==> config.mk <==
export PLATFORM = sky130hd
export DESIGN_NAME = sar_strobe_ctrl
export DESIGN_NICKNAME = d
export VERILOG_FILES = /design/src/rtl/sar_ctrl_pkg.sv /design/src/rtl/cs_strobe_sync.sv /design/src/rtl/sar_bit_engine.sv /design/src/rtl/sar_strobe_ctrl.sv
export SDC_FILE = /design/constraint.sdc
export NUM_CORES = 1
export LEC_CHECK = 0
export BUFFER_PORTS_ARGS = -buffer_cell sky130_fd_sc_hd__buf_2
export CORE_MARGIN = 3
export CORE_UTILIZATION = 55
export CTS_BUF_LIST = sky130_fd_sc_hd__clkbuf_8
export CTS_CLUSTER_DIAMETER = 120
export DETAILED_ROUTE_END_ITERATION = 10
export HOLD_SLACK_MARGIN = 0.1
export PLACE_DENSITY = 0.76
export SLEW_MARGIN = 0
export SYNTH_ARGS = -nofsm -noshare
export SYNTH_HDL_FRONTEND = slang
export SYNTH_SLANG_ARGS = --single-unit
==> constraint.sdc <==
create_clock -name clk -period 2.8 [get_ports clk]
set_input_delay 0.56 -clock clk [delete_from_list [all_inputs] [get_ports clk]]
set_output_delay 0.56 -clock clk [all_outputs]
set_load 0.03 [all_outputs]
==> src/rtl/sar_ctrl_pkg.sv <==
package sar_ctrl_pkg;

    typedef enum logic [2:0] {
        PH_IDLE  = 3'd0,
        PH_ACQ   = 3'd1,
        PH_CONV  = 3'd2,
        PH_READY = 3'd3,
        PH_DRIVE = 3'd4
    } ctrl_phase_e;

endpackage

==> src/rtl/cs_strobe_sync.sv <==
module cs_strobe_sync #(
    parameter int STAGES = 2
) (
    input  logic clk,
    input  logic rst,
    input  logic cs_n,
    input  logic rd_sel,
    output logic cs_fall,
    output logic cs_rise,
    output logic sel_lvl
);
    typedef struct packed {
        logic [STAGES-1:0] cs_chain;
        logic [STAGES-1:0] sel_chain;
        logic              cs_prev;
    } sync_t;

    sync_t sync_d, sync_q;

    always_comb begin
        sync_d = sync_q;
        sync_d.cs_chain[0]  = cs_n;
        sync_d.sel_chain[0] = rd_sel;
        sync_d.cs_prev      = sync_q.cs_chain[STAGES-1];
        for (int i = 1; i < STAGES; i++) begin
            sync_d.cs_chain[i]  = sync_q.cs_chain[i-1];
            sync_d.sel_chain[i] = sync_q.sel_chain[i-1];
        end
    end

    always_ff @(posedge clk) begin
        if (rst) begin
            sync_q.cs_chain  <= '1;
            sync_q.sel_chain <= '0;
            sync_q.cs_prev   <= 1'b1;
        end else begin
            sync_q <= sync_d;
        end
    end

    assign cs_fall = sync_q.cs_prev & ~sync_q.cs_chain[STAGES-1];
    assign cs_rise = ~sync_q.cs_prev & sync_q.cs_chain[STAGES-1];
    assign sel_lvl = sync_q.sel_chain[STAGES-1];

endmodule

==> src/rtl/sar_bit_engine.sv <==
module sar_bit_engine #(
    parameter int DATA_W   = 16,
    parameter int STEP_DIV = 2
) (
    input  logic              clk,
    input  logic              rst,
    input  logic              start,
    input  logic              cmp_in,
    output logic [DATA_W-1:0] code,
    output logic              busy,
    output logic              done
);
    localparam int BW = (DATA_W > 1) ? $clog2(DATA_W) : 1;
    localparam int DW = (STEP_DIV > 1) ? $clog2(STEP_DIV) : 1;

    typedef struct packed {
        logic [DATA_W-1:0] code;
        logic [BW-1:0]     bit_idx;
        logic [DW-1:0]     div;
        logic              busy;
        logic              done;
    } sar_t;

    sar_t sar_d, sar_q;

    always_comb begin
        sar_d      = sar_q;
        sar_d.done = 1'b0;
        if (start) begin
            sar_d.code             = '0;
            sar_d.code[DATA_W-1]   = 1'b1;
            sar_d.bit_idx          = BW'(DATA_W - 1);
            sar_d.div              = '0;
            sar_d.busy             = 1'b1;
        end else if (sar_q.busy) begin
            if (sar_q.div == DW'(STEP_DIV - 1)) begin
                sar_d.div = '0;
                if (!cmp_in) begin
                    sar_d.code[sar_q.bit_idx] = 1'b0;
                end
                if (sar_q.bit_idx == '0) begin
                    sar_d.busy = 1'b0;
                    sar_d.done = 1'b1;
                end else begin
                    sar_d.code[sar_q.bit_idx - 1'b1] = 1'b1;
                    sar_d.bit_idx = sar_q.bit_idx - 1'b1;
                end
            end else begin
                sar_d.div = sar_q.div + 1'b1;
            end
        end
    end

    always_ff @(posedge clk) begin
        if (rst) begin
            sar_q <= '0;
        end else begin
            sar_q <= sar_d;
        end
    end

    assign code = sar_q.code;
    assign busy = sar_q.busy;
    assign done = sar_q.done;

endmodule

==> src/rtl/sar_strobe_ctrl.sv <==
module sar_strobe_ctrl
    import sar_ctrl_pkg::*;
#(
    parameter int DATA_W      = 16,
    parameter int STEP_DIV    = 2,
    parameter int SYNC_STAGES = 2
) (
    input  logic              clk,
    input  logic              rst,
    input  logic              cs_n,
    input  logic              rd_sel,
    input  logic              cmp_in,
    output logic              track,
    output logic [DATA_W-1:0] dac_code,
    output logic              eoc_n,
    output logic              ref_pwr_en,
    output logic              dout_oe,
    output logic [DATA_W-1:0] dout
);
    typedef struct packed {
        ctrl_phase_e       phase;
        logic              ref_on;
        logic              shut_mode;
        logic [DATA_W-1:0] result;
    } ctrl_t;

    ctrl_t ctrl_d, ctrl_q;

    logic cs_fall, cs_rise, sel_lvl;
    logic sar_start, sar_busy, sar_done;
    logic [DATA_W-1:0] sar_code;

    cs_strobe_sync #(
        .STAGES (SYNC_STAGES)
    ) u_sync (
        .clk     (clk),
        .rst     (rst),
        .cs_n    (cs_n),
        .rd_sel  (rd_sel),
        .cs_fall (cs_fall),
        .cs_rise (cs_rise),
        .sel_lvl (sel_lvl)
    );

    assign sar_start = (ctrl_q.phase == PH_ACQ) && cs_fall;

    sar_bit_engine #(
        .DATA_W   (DATA_W),
        .STEP_DIV (STEP_DIV)
    ) u_engine (
        .clk    (clk),
        .rst    (rst),
        .start  (sar_start),
        .cmp_in (cmp_in),
        .code   (sar_code),
        .busy   (sar_busy),
        .done   (sar_done)
    );

    always_comb begin
        ctrl_d = ctrl_q;
        unique case (ctrl_q.phase)
            PH_IDLE: begin
                if (cs_fall && !sel_lvl) begin
                    ctrl_d.phase  = PH_ACQ;
                    ctrl_d.ref_on = 1'b1;
                end
            end
            PH_ACQ: begin
                if (cs_fall) begin
                    ctrl_d.phase     = PH_CONV;
                    ctrl_d.shut_mode = sel_lvl;
                end
            end
            PH_CONV: begin
                if (sar_done) begin
                    ctrl_d.phase  = PH_READY;
                    ctrl_d.result = sar_code;
                    if (ctrl_q.shut_mode) begin
                        ctrl_d.ref_on = 1'b0;
                    end
                end
            end
            PH_READY: begin
                if (cs_fall && sel_lvl) begin
                    ctrl_d.phase = PH_DRIVE;
                end
            end
            PH_DRIVE: begin
                if (cs_rise) begin
                    ctrl_d.phase = PH_IDLE;
                end
            end
            default: ctrl_d.phase = PH_IDLE;
        endcase
    end

    always_ff @(posedge clk) begin
        if (rst) begin
            ctrl_q.phase     <= PH_IDLE;
            ctrl_q.ref_on    <= 1'b0;
            ctrl_q.shut_mode <= 1'b0;
            ctrl_q.result    <= '0;
        end else begin
            ctrl_q <= ctrl_d;
        end
    end

    assign track      = (ctrl_q.phase == PH_ACQ);
    assign eoc_n      = !((ctrl_q.phase == PH_READY) || (ctrl_q.phase == PH_DRIVE));
    assign dout_oe    = (ctrl_q.phase == PH_DRIVE);
    assign dout       = dout_oe ? ctrl_q.result : '0;
    assign ref_pwr_en = ctrl_q.ref_on;
    assign dac_code   = sar_code;

endmodule

Word-level counts from Yosys, hierarchy flattened
Index checks and enable logic that the tools add are counted.
{"block": "classes", "n_addsub": 2, "magnitude_cmp": 4, "n_eq_ne": 11, "mux": 24, "n_bitwise": 9, "n_reduce_logical": 22}
{"operator": "16-bit 2-to-1 mux", "count": 5}
{"operator": "20-bit 2-to-1 mux", "count": 2}
{"operator": "23-bit 2-to-1 mux", "count": 1}
{"operator": "22-bit 2-to-1 mux", "count": 1}
{"operator": "16-bit AND", "count": 1}
{"operator": "16-bit NOT", "count": 1}
{"operator": "16-bit bitwise OR", "count": 1}
{"operator": "3-bit one-hot mux with 5 select lines", "count": 1}
{"operator": "4-bit by 5-bit < comparator with 1-bit output, second input constant", "count": 2}
{"operator": "3-bit 2-to-1 mux", "count": 3}
{"operator": "1-bit demux with 4-bit select", "count": 2}
{"operator": "4-bit by 1-bit >= comparator with 1-bit output, second input constant", "count": 2}
{"operator": "4-bit 2-to-1 mux", "count": 2}
{"operator": "2-bit != test, second input constant", "count": 4}
{"operator": "2-bit AND reduction", "count": 4}
{"operator": "3-bit by 2-bit == test with 1-bit output, second input constant", "count": 2}
{"operator": "2-bit by 1-bit != test with 1-bit output, second input constant", "count": 3}
{"operator": "2-bit nonzero test", "count": 3}
{"operator": "1-bit logical AND", "count": 5}
{"operator": "5-bit AND reduction", "count": 1}
{"operator": "4-bit zero test", "count": 1}
{"operator": "1-bit 2-to-1 mux", "count": 4}
{"operator": "2-bit 2-to-1 mux", "count": 2}
{"operator": "1-bit NOT", "count": 4}
{"operator": "other kinds (13)", "count": 15}
{"block": "totals", "reg_bits": 49, "inputBits": 5, "out_inout_bits": 36, "wordCells": 85}

Depth between registers and ports, before layout
Gate-level depths: netlist of run 1.
{"block": "logic_depth", "depth_word": 15, "depth_mapped": 6, "mapped_depth_nobuf": 4}

Modules after synthesis
From an unflattened synthesis of run 1, not the netlist that was laid out.
{"block": "unflattened", "cells_unflattened": 251, "area_unflattened_um2": 2232.1}
{"module": "sar_bit_engine", "instances": 1, "cells_each": 121, "area_per_inst_um2": 1124.8, "seq_area_each_um2": 460.4}
{"module": "sar_strobe_ctrl", "instances": 1, "cells_each": 118, "area_per_inst_um2": 963.4, "seq_area_each_um2": 420.4}
{"module": "cs_strobe_sync", "instances": 1, "cells_each": 12, "area_per_inst_um2": 143.9, "seq_area_each_um2": 100.1}

Least setup slack after synthesis of run 1
OpenSTA, ideal clock, no wires.
{"block": "synth_path", "path_type": "register to output", "startpoint": "register ctrl_q[19] in the netlist's numbering", "endpoint": "output port dout[10]", "arrival_time_ps": 1382, "required_ps": 2240, "path_slack_ps": 858, "path_stages_with_launch": 5, "n_path_buf": 2, "cell_sequence": "dfxtp_1 > buf_4 > nor3b_2 > buf_2 > and2_1"}
{"block": "synth_via", "elab_chain_len": 2}
{"element": "from (decl)", "line": "sar_strobe_ctrl.sv:27", "text": "ctrl_t ctrl_d, ctrl_q;"}
{"element": "from (signal assigned)", "line": "sar_strobe_ctrl.sv:105", "text": "ctrl_q <= ctrl_d;"}
{"element": "3-bit == test", "line": "sar_strobe_ctrl.sv:111", "text": "assign dout_oe = (ctrl_q.phase == PH_DRIVE);"}
{"element": "net dout_oe", "line": "sar_strobe_ctrl.sv:17", "text": "output logic dout_oe,"}
{"element": "16-bit 2-to-1 mux", "line": "sar_strobe_ctrl.sv:112", "text": "assign dout = dout_oe ? ctrl_q.result : '0;"}
{"element": "to (decl)", "line": "sar_strobe_ctrl.sv:18", "text": "output logic [DATA_W-1:0] dout"}
The timed path passes the listed nets, and every way through them passes these cells.

Worst setup path in the final report of run 1
{"block": "layout_path", "startpoint": "register ctrl_q[20] in the netlist's numbering", "endpoint": "output port dout[9]"}
{"block": "layout_via", "elab_chain_len": 2}
{"element": "3-bit == test", "line": "sar_strobe_ctrl.sv:111"}
{"element": "16-bit 2-to-1 mux", "line": "sar_strobe_ctrl.sv:112"}
Every way passes these cells.

==> flow_metrics.tcl, run 1 <==
set metrics [dict create \
    tns_ps 0 \
    overflow 0 \
    timing.fmax_ghz 0.4155 \
    end_kind "output port" \
    worstPathMaxFanout 19 \
    multi_input_area_um2 1030 \
    portBuffers 40 \
    synthTopCellsByArea "dfxtp_1 (44%), a21oi_1 (8.5%), nand2_1 (6.9%), buf_4 (6.0%), and2_1 (4.7%)" \
    gp_congestion 0.8132 \
    cts.sinks 49 \
    cp.arrival_ps 1850 \
    relSlewSlack_pct 48.41 \
    whs_path_depth 1 \
    synth_seq_area_share_pct 43.77 \
    nets 287 \
    reg2reg_slack_ps 1160 \
    h-tree-depth 2 \
    min_period_ps 2407 \
    initial_core_util_pct 58.99 \
    rsz0062_at_grt "no" \
    die_h_um 69.83 \
    ys_seq_elements 49 \
    synthDominantCellAreaShare_pct 43.77 \
    yosys_most_used_dff "dfxtp_1" \
    max-vdd-ir-drop_v 0.0003650 \
    syn_inst 269 \
    antenna_found_initial 0 \
    drc 0 \
    hold_viol_final 0 \
    insertion_delay_ps 300 \
    reg2reg_from "u_engine.sar_q[2]$_SDFFE_PP0P_" \
    ant_nets 0 \
    synth_area_um2 2241 \
    drv_cap 0 \
    finalMaxSlewViolations 0 \
    grt_use_total_pct 19.61 \
    synth_edf_count 0 \
    power.density_nw_per_um2 482.2 \
    wl_per_cell_um 14.15 \
    die_w_um 69.83 \
    root_buffer "clkbuf_8" \
    finClkSkew_ps 3.652 \
    hold_start "u_sync.sync_d[4]$_SDFF_PP1_" \
    drt_first_pass_iters 4 \
    synth_area_leader_cell "dfxtp_1" \
    dp_hpwl_um 3243 \
    antenna_cells 0 \
    setup_violations 0 \
    holdBufCountCts 0 \
    synth_common_cells "dfxtp_1 (49), nand2_1 (41), a21oi_1 (38), buf_4 (18)" \
    clk_pin_slew_ps 80 \
    hold_end "u_sync.sync_d[0]$_SDFF_PP1_" \
    post_drt_via_cell_ratio 5.668 \
    cts_resized 0 \
    drive_gt1_share_pct 20.14 \
    reg2reg_depth 3 \
    syn_to_final_growth_pct 5.863 \
    fin_crit_sh_pct 85.95 \
    grt_max_degree 33 \
    yosys_warnings 0 \
    area.sequential_um2 980.9 \
    first_iter_violations 189 \
    cts_buffers 5 \
    syn_area_per_cell_um2 8.330 \
    cp-start-kind "register" \
    cts_tree "done" \
    p_leak_uw 0.0009114 \
    max_slew.worst_pin.slew_ps 770.5 \
    critPathKind "reg2out" \
    grt_pass1_wl_um 7741 \
    dieArea_um2 4876 \
    fillCellCount 350 \
    cp.required_ps 2240 \
    async_flop_share_pct 0 \
    status "complete, no violations" \
    io_pins 41 \
    first_global_vias 1622 \
    rows 22 \
    ys_types 39 \
    r2r-end "u_engine.sar_q[4]$_SDFFE_PP0P_" \
    yosysMostFrequentCell "dfxtp_1" \
    routed_wl_um 4683 \
    num_vias 1876 \
    min_path_type "reg2reg" \
    core_area_um2 3799 \
    postCtsSetupBuffers 0 \
    clockBufferDepth 2 \
    fin_util_pct 62.45 \
    p_total_uw 1144 \
    syn-num-nets 274 \
]
## worst max path at each step
stage,start,endpoint
floorplan,ctrl_q[19]$_SDFFE_PP0P_,dout[10]
global placement,ctrl_q[20]$_SDFFE_PP0P_,dout[15]
detailed placement,ctrl_q[20]$_SDFFE_PP0P_,dout[9]
CTS,ctrl_q[20]$_SDFFE_PP0P_,dout[9]
global route,ctrl_q[20]$_SDFFE_PP0P_,dout[9]
finish,ctrl_q[20]$_SDFFE_PP0P_,dout[9]
## sequential cells by signal, summed over array words and instances (netlist names)
register        cells
u_engine.done       1
u_sync.sel_lvl      1
u_engine.busy       1
u_engine.code      16
u_sync.sync_d       3
ctrl_q             20
ref_pwr_en          1
u_engine.sar_q      5
u_sync.sync_q       1
## cells in the final DEF (no fill, tap or decap), drive strengths merged
master / count
and3b: 1
or3: 2
nand2b: 3
nor4: 1
and4bb: 1
or3b: 2
nand3b: 1
or4: 1
a211oi: 1
nand4: 4
inv: 6
and2: 17
clkbuf: 5
and4b: 1
a21oi: 38
a311oi: 1
a2111oi: 1
and4: 1
o31ai: 5
buf: 40
xnor2: 1
nand2: 41
o41ai: 1
nor3: 1
a31oi: 4
dfxtp: 49
clkinv: 2
nand4b: 6
or2: 6
nor2: 2
nand4bb: 2
nor3b: 1
o21ai: 18
nand3: 7
nor2b: 10
## metal layers
layer | share of wire [%] | vias up | track usage (%)
met5 | 0 | - | 0
met4 | 1.2 | 0 | 6.383
met3 | 7.9 | 6 | 5.797
met2 | 44 | 64 | 28.54
met1 | 47 | 864 | 27.70
li1 | - | 942 | -
## critical path: stages (launching register included)
cell     delay, ps
dfxtp_1        440
nor3b_2        690
and2_1         220
buf_2          190
## per-stage QoR
| stage | setup WS (ps) | std cells | hold slack [ps] | area [um2] |
|---|---|---|---|---|
| 2_1_floorplan | 857.8 | 269 | 389.5 | 2241 |
| 3_3_place_gp | 793.5 | 323 | 391.0 | 2290 |
| 3_5_place_dp | 721.1 | 323 | 392.3 | 2290 |
| 4_1_cts | 378.3 | 331 | 412.9 | 2372 |
| 5_1_grt | 152.2 | 331 | 432.5 | 2372 |
| 6_report | 393.4 | 331 | 414.6 | 2372 |
## kinds of logic after synthesis
kind of cell           share of synthesized area, %
buffers and inverters                         10.27
AND/OR/NAND/NOR                               28.25
flip-flops                                    43.77
AO/OA/AOI/OAI                                 17.31
XOR/XNOR                                     0.3909
## where the power goes
group,internal (uW),switching (uW)
Combinational,13.3,26.1
Sequential,702,7.95
Clock,170,225
Total,885,259
## final cells by class
type | count | area share (%)
Multi-Input combinational cell | 181 | 43.41
Sequential cell | 49 | 41.35
Timing Repair Buffer | 40 | 8.439
Clock buffer | 5 | 2.901
Tap cell | 48 | 2.532
Inverter | 5 | 0.7911
Clock inverter | 3 | 0.5802
(Power assumes the default switching activity.)
==> run 2, diff against run 1 <==
RECOVER_POWER = 50   (was not set)
==> run 2 against run 1 <==
  * Via count up 0.21%
  * Largest power group unchanged
  * Register-to-register slack worse by 490 ps
  * Wire length up 0.64%
  * Final cell count unchanged
  * First-iteration DRC count down 6.9%
==> flow_metrics.tcl, run 2 (same netlist as run 1, synthesis figures left out) <==
set metrics [dict create \
    status "complete, no violations" \
    dp.cells 323 \
    dp_hpwl_um 3243 \
    cp-start-kind "register" \
    end_kind "output port" \
    overflow 0 \
    design_area_um2 2338 \
    grt_max_degree 33 \
    finClkSkew_ps 3.853 \
    drt_first_pass_iters 4 \
    cp.required_ps 2240 \
    final_common_cell "dfxtp_1" \
    first_iter_violations 176 \
    cp.arrival_ps 1840 \
    critPathKind "reg2out" \
    nets 287 \
    drv_cap 0 \
    die_h_um 69.83 \
    num_vias 1880 \
    initial_core_util_pct 58.99 \
    largest_register_ffs 20 \
    whs_ps 414.6 \
    cts_resized 0 \
    rsz0062_at_grt "no" \
    clkPwrFrac_pct 34.7 \
    drc 0 \
    fin_crit_sh_pct 85.69 \
    power.density_nw_per_um2 489.6 \
    clk_pin_slew_ps 80 \
    clockBufferDepth 2 \
    worstPathMaxFanout 19 \
    setup_violations 0 \
    timing.fmax_ghz 0.4168 \
    hold_viol_final 0 \
    postCtsSetupBuffers 0 \
    p_leak_uw 0.0008315 \
    holdBufCountCts 0 \
    gp_congestion 0.8132 \
    drive_gt1_share_pct 13.43 \
    post_drt_via_cell_ratio 5.680 \
    top_register "ctrl_q" \
    wl_per_cell_um 14.24 \
    cts_tree "done" \
    die_w_um 69.83 \
    grt_use_total_pct 19.61 \
    p_sw_share_pct 22.77 \
    rows 22 \
    cts.sinks 49 \
    insertion_delay_ps 300 \
    final_cell_mix "dfxtp_1 (49), nand2_1 (41), a21oi_1 (38)" \
    h-tree-depth 2 \
    placed_area_um2 2290 \
    power.switching_uw 260.7 \
    ant_nets 0 \
    core_area_um2 3799 \
    syn_to_final_growth_pct 4.355 \
    antenna_cells 0 \
    dieArea_um2 4876 \
    finalMaxSlewViolations 0 \
    portBuffers 40 \
    tns_ps 0 \
    io_pins 41 \
    grt_pass1_wl_um 7741 \
    p_int_uw 884.1 \
    max_slew.worst_pin.slew_ps 1388 \
    root_buffer "clkbuf_8" \
    layout.cells.non_filler 331 \
    sequentialPowerShare_pct 62.0 \
    cts_buffers 5 \
    min_period_ps 2399 \
    max-vdd-ir-drop_v 0.0003652 \
    first_global_vias 1622 \
    antenna_found_initial 0 \
    min_path_type "reg2reg" \
    routed_wl_um 4713 \
    relSlewSlack_pct 7.483 \
    p_comb_share_pct 3.3 \
]
## run 2: power groups by stage
| stage | combinational [uW] | sequential, uW | clock (uW) |
|---|---|---|---|
| CTS | 39.6 | 710 | 407 |
| detailed placement | 39.5 | 726 | 0 |
| global placement | 39.3 | 726 | 0 |
| global route | 41.2 | 711 | 429 |
| floorplan | 34.0 | 723 | 0 |
| finish | 37.4 | 710 | 397 |
## run 2: worst paths after layout
path / slack [ps] / cells after the start / to / start
max: 400 / 3 / dout[9] / ctrl_q[20]$_SDFFE_PP0P_
max reg2reg: 670 / 3 / u_engine.done$_SDFF_PP0_ / ctrl_q[18]$_SDFFE_PP0P_
min: 410 / 1 / u_sync.sync_d[0]$_SDFF_PP1_ / u_sync.sync_d[4]$_SDFF_PP1_
min reg2reg: 410 / 1 / u_sync.sync_d[0]$_SDFF_PP1_ / u_sync.sync_d[4]$_SDFF_PP1_
## run 2: routing by layer
layer / GRT usage [%] / part of all wire (%) / vias up
met1: 27.70 / 47 / 869
li1: - / - / 944
met4: 6.383 / 0.98 / 0
met2: 28.54 / 44 / 62
met5: 0 / 0 / -
met3: 5.797 / 7.5 / 5
## run 2: cell type report
cell class,instances,area [um2]
Sequential cell,49,980.9
Fill cell,361,1460
Tap cell,48,60.06
Inverter,5,18.77
Clock inverter,3,13.76
Multi-Input combinational cell,181,1018
Clock buffer,5,68.82
Timing Repair Buffer,40,177.7
## run 2: critical path, cell delays in order (launching register included)
cell,delay [ps]
dfxtp_1,440
nor3b_2,680
and2_1,220
buf_2,190
## run 2: metrics by stage
stage	setup slack (ps)	util, %	power, uW
global placement	793.5	60.28	765.3
detailed placement	721.1	60.28	765.8
global route	152.2	61.56	1181
CTS	378.3	62.45	1156
finish	400.6	61.56	1145
floorplan	857.8	-	756.9
==> run 3, diff against run 2 <==
CELL_PAD_IN_SITES_DETAIL_PLACEMENT = 1   (was not set)
CELL_PAD_IN_SITES_GLOBAL_PLACEMENT = 1   (was not set)
CORE_UTILIZATION = 46   (was 55)
GPL_TIMING_DRIVEN = 0   (was not set)
PLACE_DENSITY = 0.84   (was 0.76)
==> run 3 against run 2 <==
  * Power grew 5.0%
  * Sequential share of layout area down 4.0 points
  * Clock-buffer cell count up 2
  * Wire length grew 26%
  * Combinational power rose by 30%
  * Sequential power decreased by 0.6%
  * Fmax decreased by 6.1%
  * Core utilization is 4.6 points lower
  * First-iteration DRC count down 55%
  * Non-clock buffer count rose by 34
  * Design area grew 10%
  * Hold slack gained 16 ps
==> flow_metrics.tcl, run 3 (same netlist as run 1, synthesis figures left out) <==
set metrics [dict create \
    gp_congestion 0.8888 \
    p_comb_share_pct 4.0 \
    hold_viol_final 0 \
    max-vdd-ir-drop_v 0.0002203 \
    power.density_nw_per_um2 465.4 \
    syn_to_final_growth_pct 15.30 \
    cp_cell_sequence "clkbuf_1, nor3b_2, buf_2, and2_1, buf_2" \
    antenna_cells 0 \
    initial_core_util_pct 49.42 \
    p_sw_share_pct 21.75 \
    critPathKind "reg2out" \
    finClkSkew_ps 6.090 \
    cts_buffers 5 \
    postCtsSetupBuffers 0 \
    io_pins 41 \
    max_slew.worst_pin.slew_ps 1003 \
    cp.required_ps 2240 \
    whs_ps 431.1 \
    power.switching_uw 261.6 \
    finalWorstSetupSlack_ps 244.5 \
    final_common_cell "dfxtp_1" \
    die_h_um 75.80 \
    slowest_stage "nor3b_2" \
    largest_register_ffs 20 \
    drt_first_pass_iters 4 \
    sequentialPowerShare_pct 58.7 \
    timing.fmax_ghz 0.3913 \
    num_vias 2023 \
    min_period_ps 2556 \
    grt_max_degree 15 \
    die_w_um 75.80 \
    rows 24 \
    p_total_uw 1202 \
    drv_cap 0 \
    status "complete, no violations" \
    routed_wl_um 5941 \
    p_int_uw 940.8 \
    fin_crit_sh_pct 91.27 \
    insertion_delay_ps 300 \
    portBuffers 40 \
    grt_pass1_wl_um 9570 \
    final_cell_mix "dfxtp_1 (49), nand2_1 (41), a21oi_1 (38)" \
    cts_resized 0 \
    core_area_um2 4534 \
    wl_per_cell_um 15.55 \
    cp.arrival_ps 2000 \
    nets 321 \
    overflow 0 \
    cts_tree "done" \
    crit_path_frequent_cell "buf_2" \
    setup_violations 0 \
    dieArea_um2 5745 \
    p_leak_uw 0.0009793 \
    relSlewSlack_pct 32.42 \
    root_buffer "clkbuf_8" \
    holdBufCountCts 0 \
    dp_hpwl_um 4529 \
    cpPeakStageDelay_ps 530 \
    clkPwrFrac_pct 37.3 \
    grt_use_total_pct 21.90 \
    area.sequential_um2 980.9 \
    drive_gt1_share_pct 19.87 \
    clockBufferDepth 2 \
    finalMaxSlewViolations 0 \
    crit_buf_inv 3 \
    min_path_type "reg2reg" \
    rsz0062_at_grt "no" \
    clk_pin_slew_ps 90 \
    first_iter_violations 79 \
    ant_nets 0 \
    top_register "ctrl_q" \
    post_drt_via_cell_ratio 5.296 \
    worstPathMaxFanout 10 \
    cts.sinks 49 \
    place_ws_ps 618.1 \
    end_kind "output port" \
    h-tree-depth 2 \
    multi_input_area_um2 1016 \
    fillCellCount 588 \
    first_global_vias 1963 \
    crit_family "buffers and inverters" \
    cp-start-kind "register" \
    tns_ps 0 \
    drc 0 \
    antenna_found_initial 0 \
]
## run 3: through the flow
step                cells  instance area, um2  utilization, %
floorplan             269                2241               -
global placement      374                2522           55.63
detailed placement    374                2522           55.63
CTS                   382                2624           57.86
global route          382                2584           56.98
finish                382                2584           56.98
## run 3: power by group through the flow
stage / combinational (uW) / sequential [uW] / clock, uW
finish: 48.5 / 706 / 448
global route: 53.8 / 707 / 498
CTS: 52.5 / 706 / 463
detailed placement: 52.4 / 722 / 0
global placement: 50.6 / 722 / 0
floorplan: 34.0 / 723 / 0
## run 3: final timing paths
path,cells after the start,startpoint,end,slack (ps)
max,5,ctrl_q[18]$_SDFFE_PP0P_,dout[13],240
min,1,u_sync.sync_d[4]$_SDFF_PP1_,u_sync.sync_d[0]$_SDFF_PP1_,430
max reg2reg,5,ctrl_q[18]$_SDFFE_PP0P_,u_engine.code[2]$_SDFFE_PP0P_,480
min reg2reg,1,u_sync.sync_d[4]$_SDFF_PP1_,u_sync.sync_d[0]$_SDFF_PP1_,430
## run 3: layer usage
layer  global-route usage, %  vias up  wire, um
met5                       0        -         0
met4                   4.078        0        29
met3                   4.881        4       217
met2                   36.79       41      2868
met1                   29.00      974      2826
li1                        -     1004         -
## run 3: cell type report
class,instances,area share (%)
multi-input combinational,181,39.32
buffer,34,7.942
inverter,5,0.7264
clock buffer,7,3.729
clock inverter,1,0.1937
tap,65,3.148
sequential,49,37.97
timing repair buffer,40,6.973
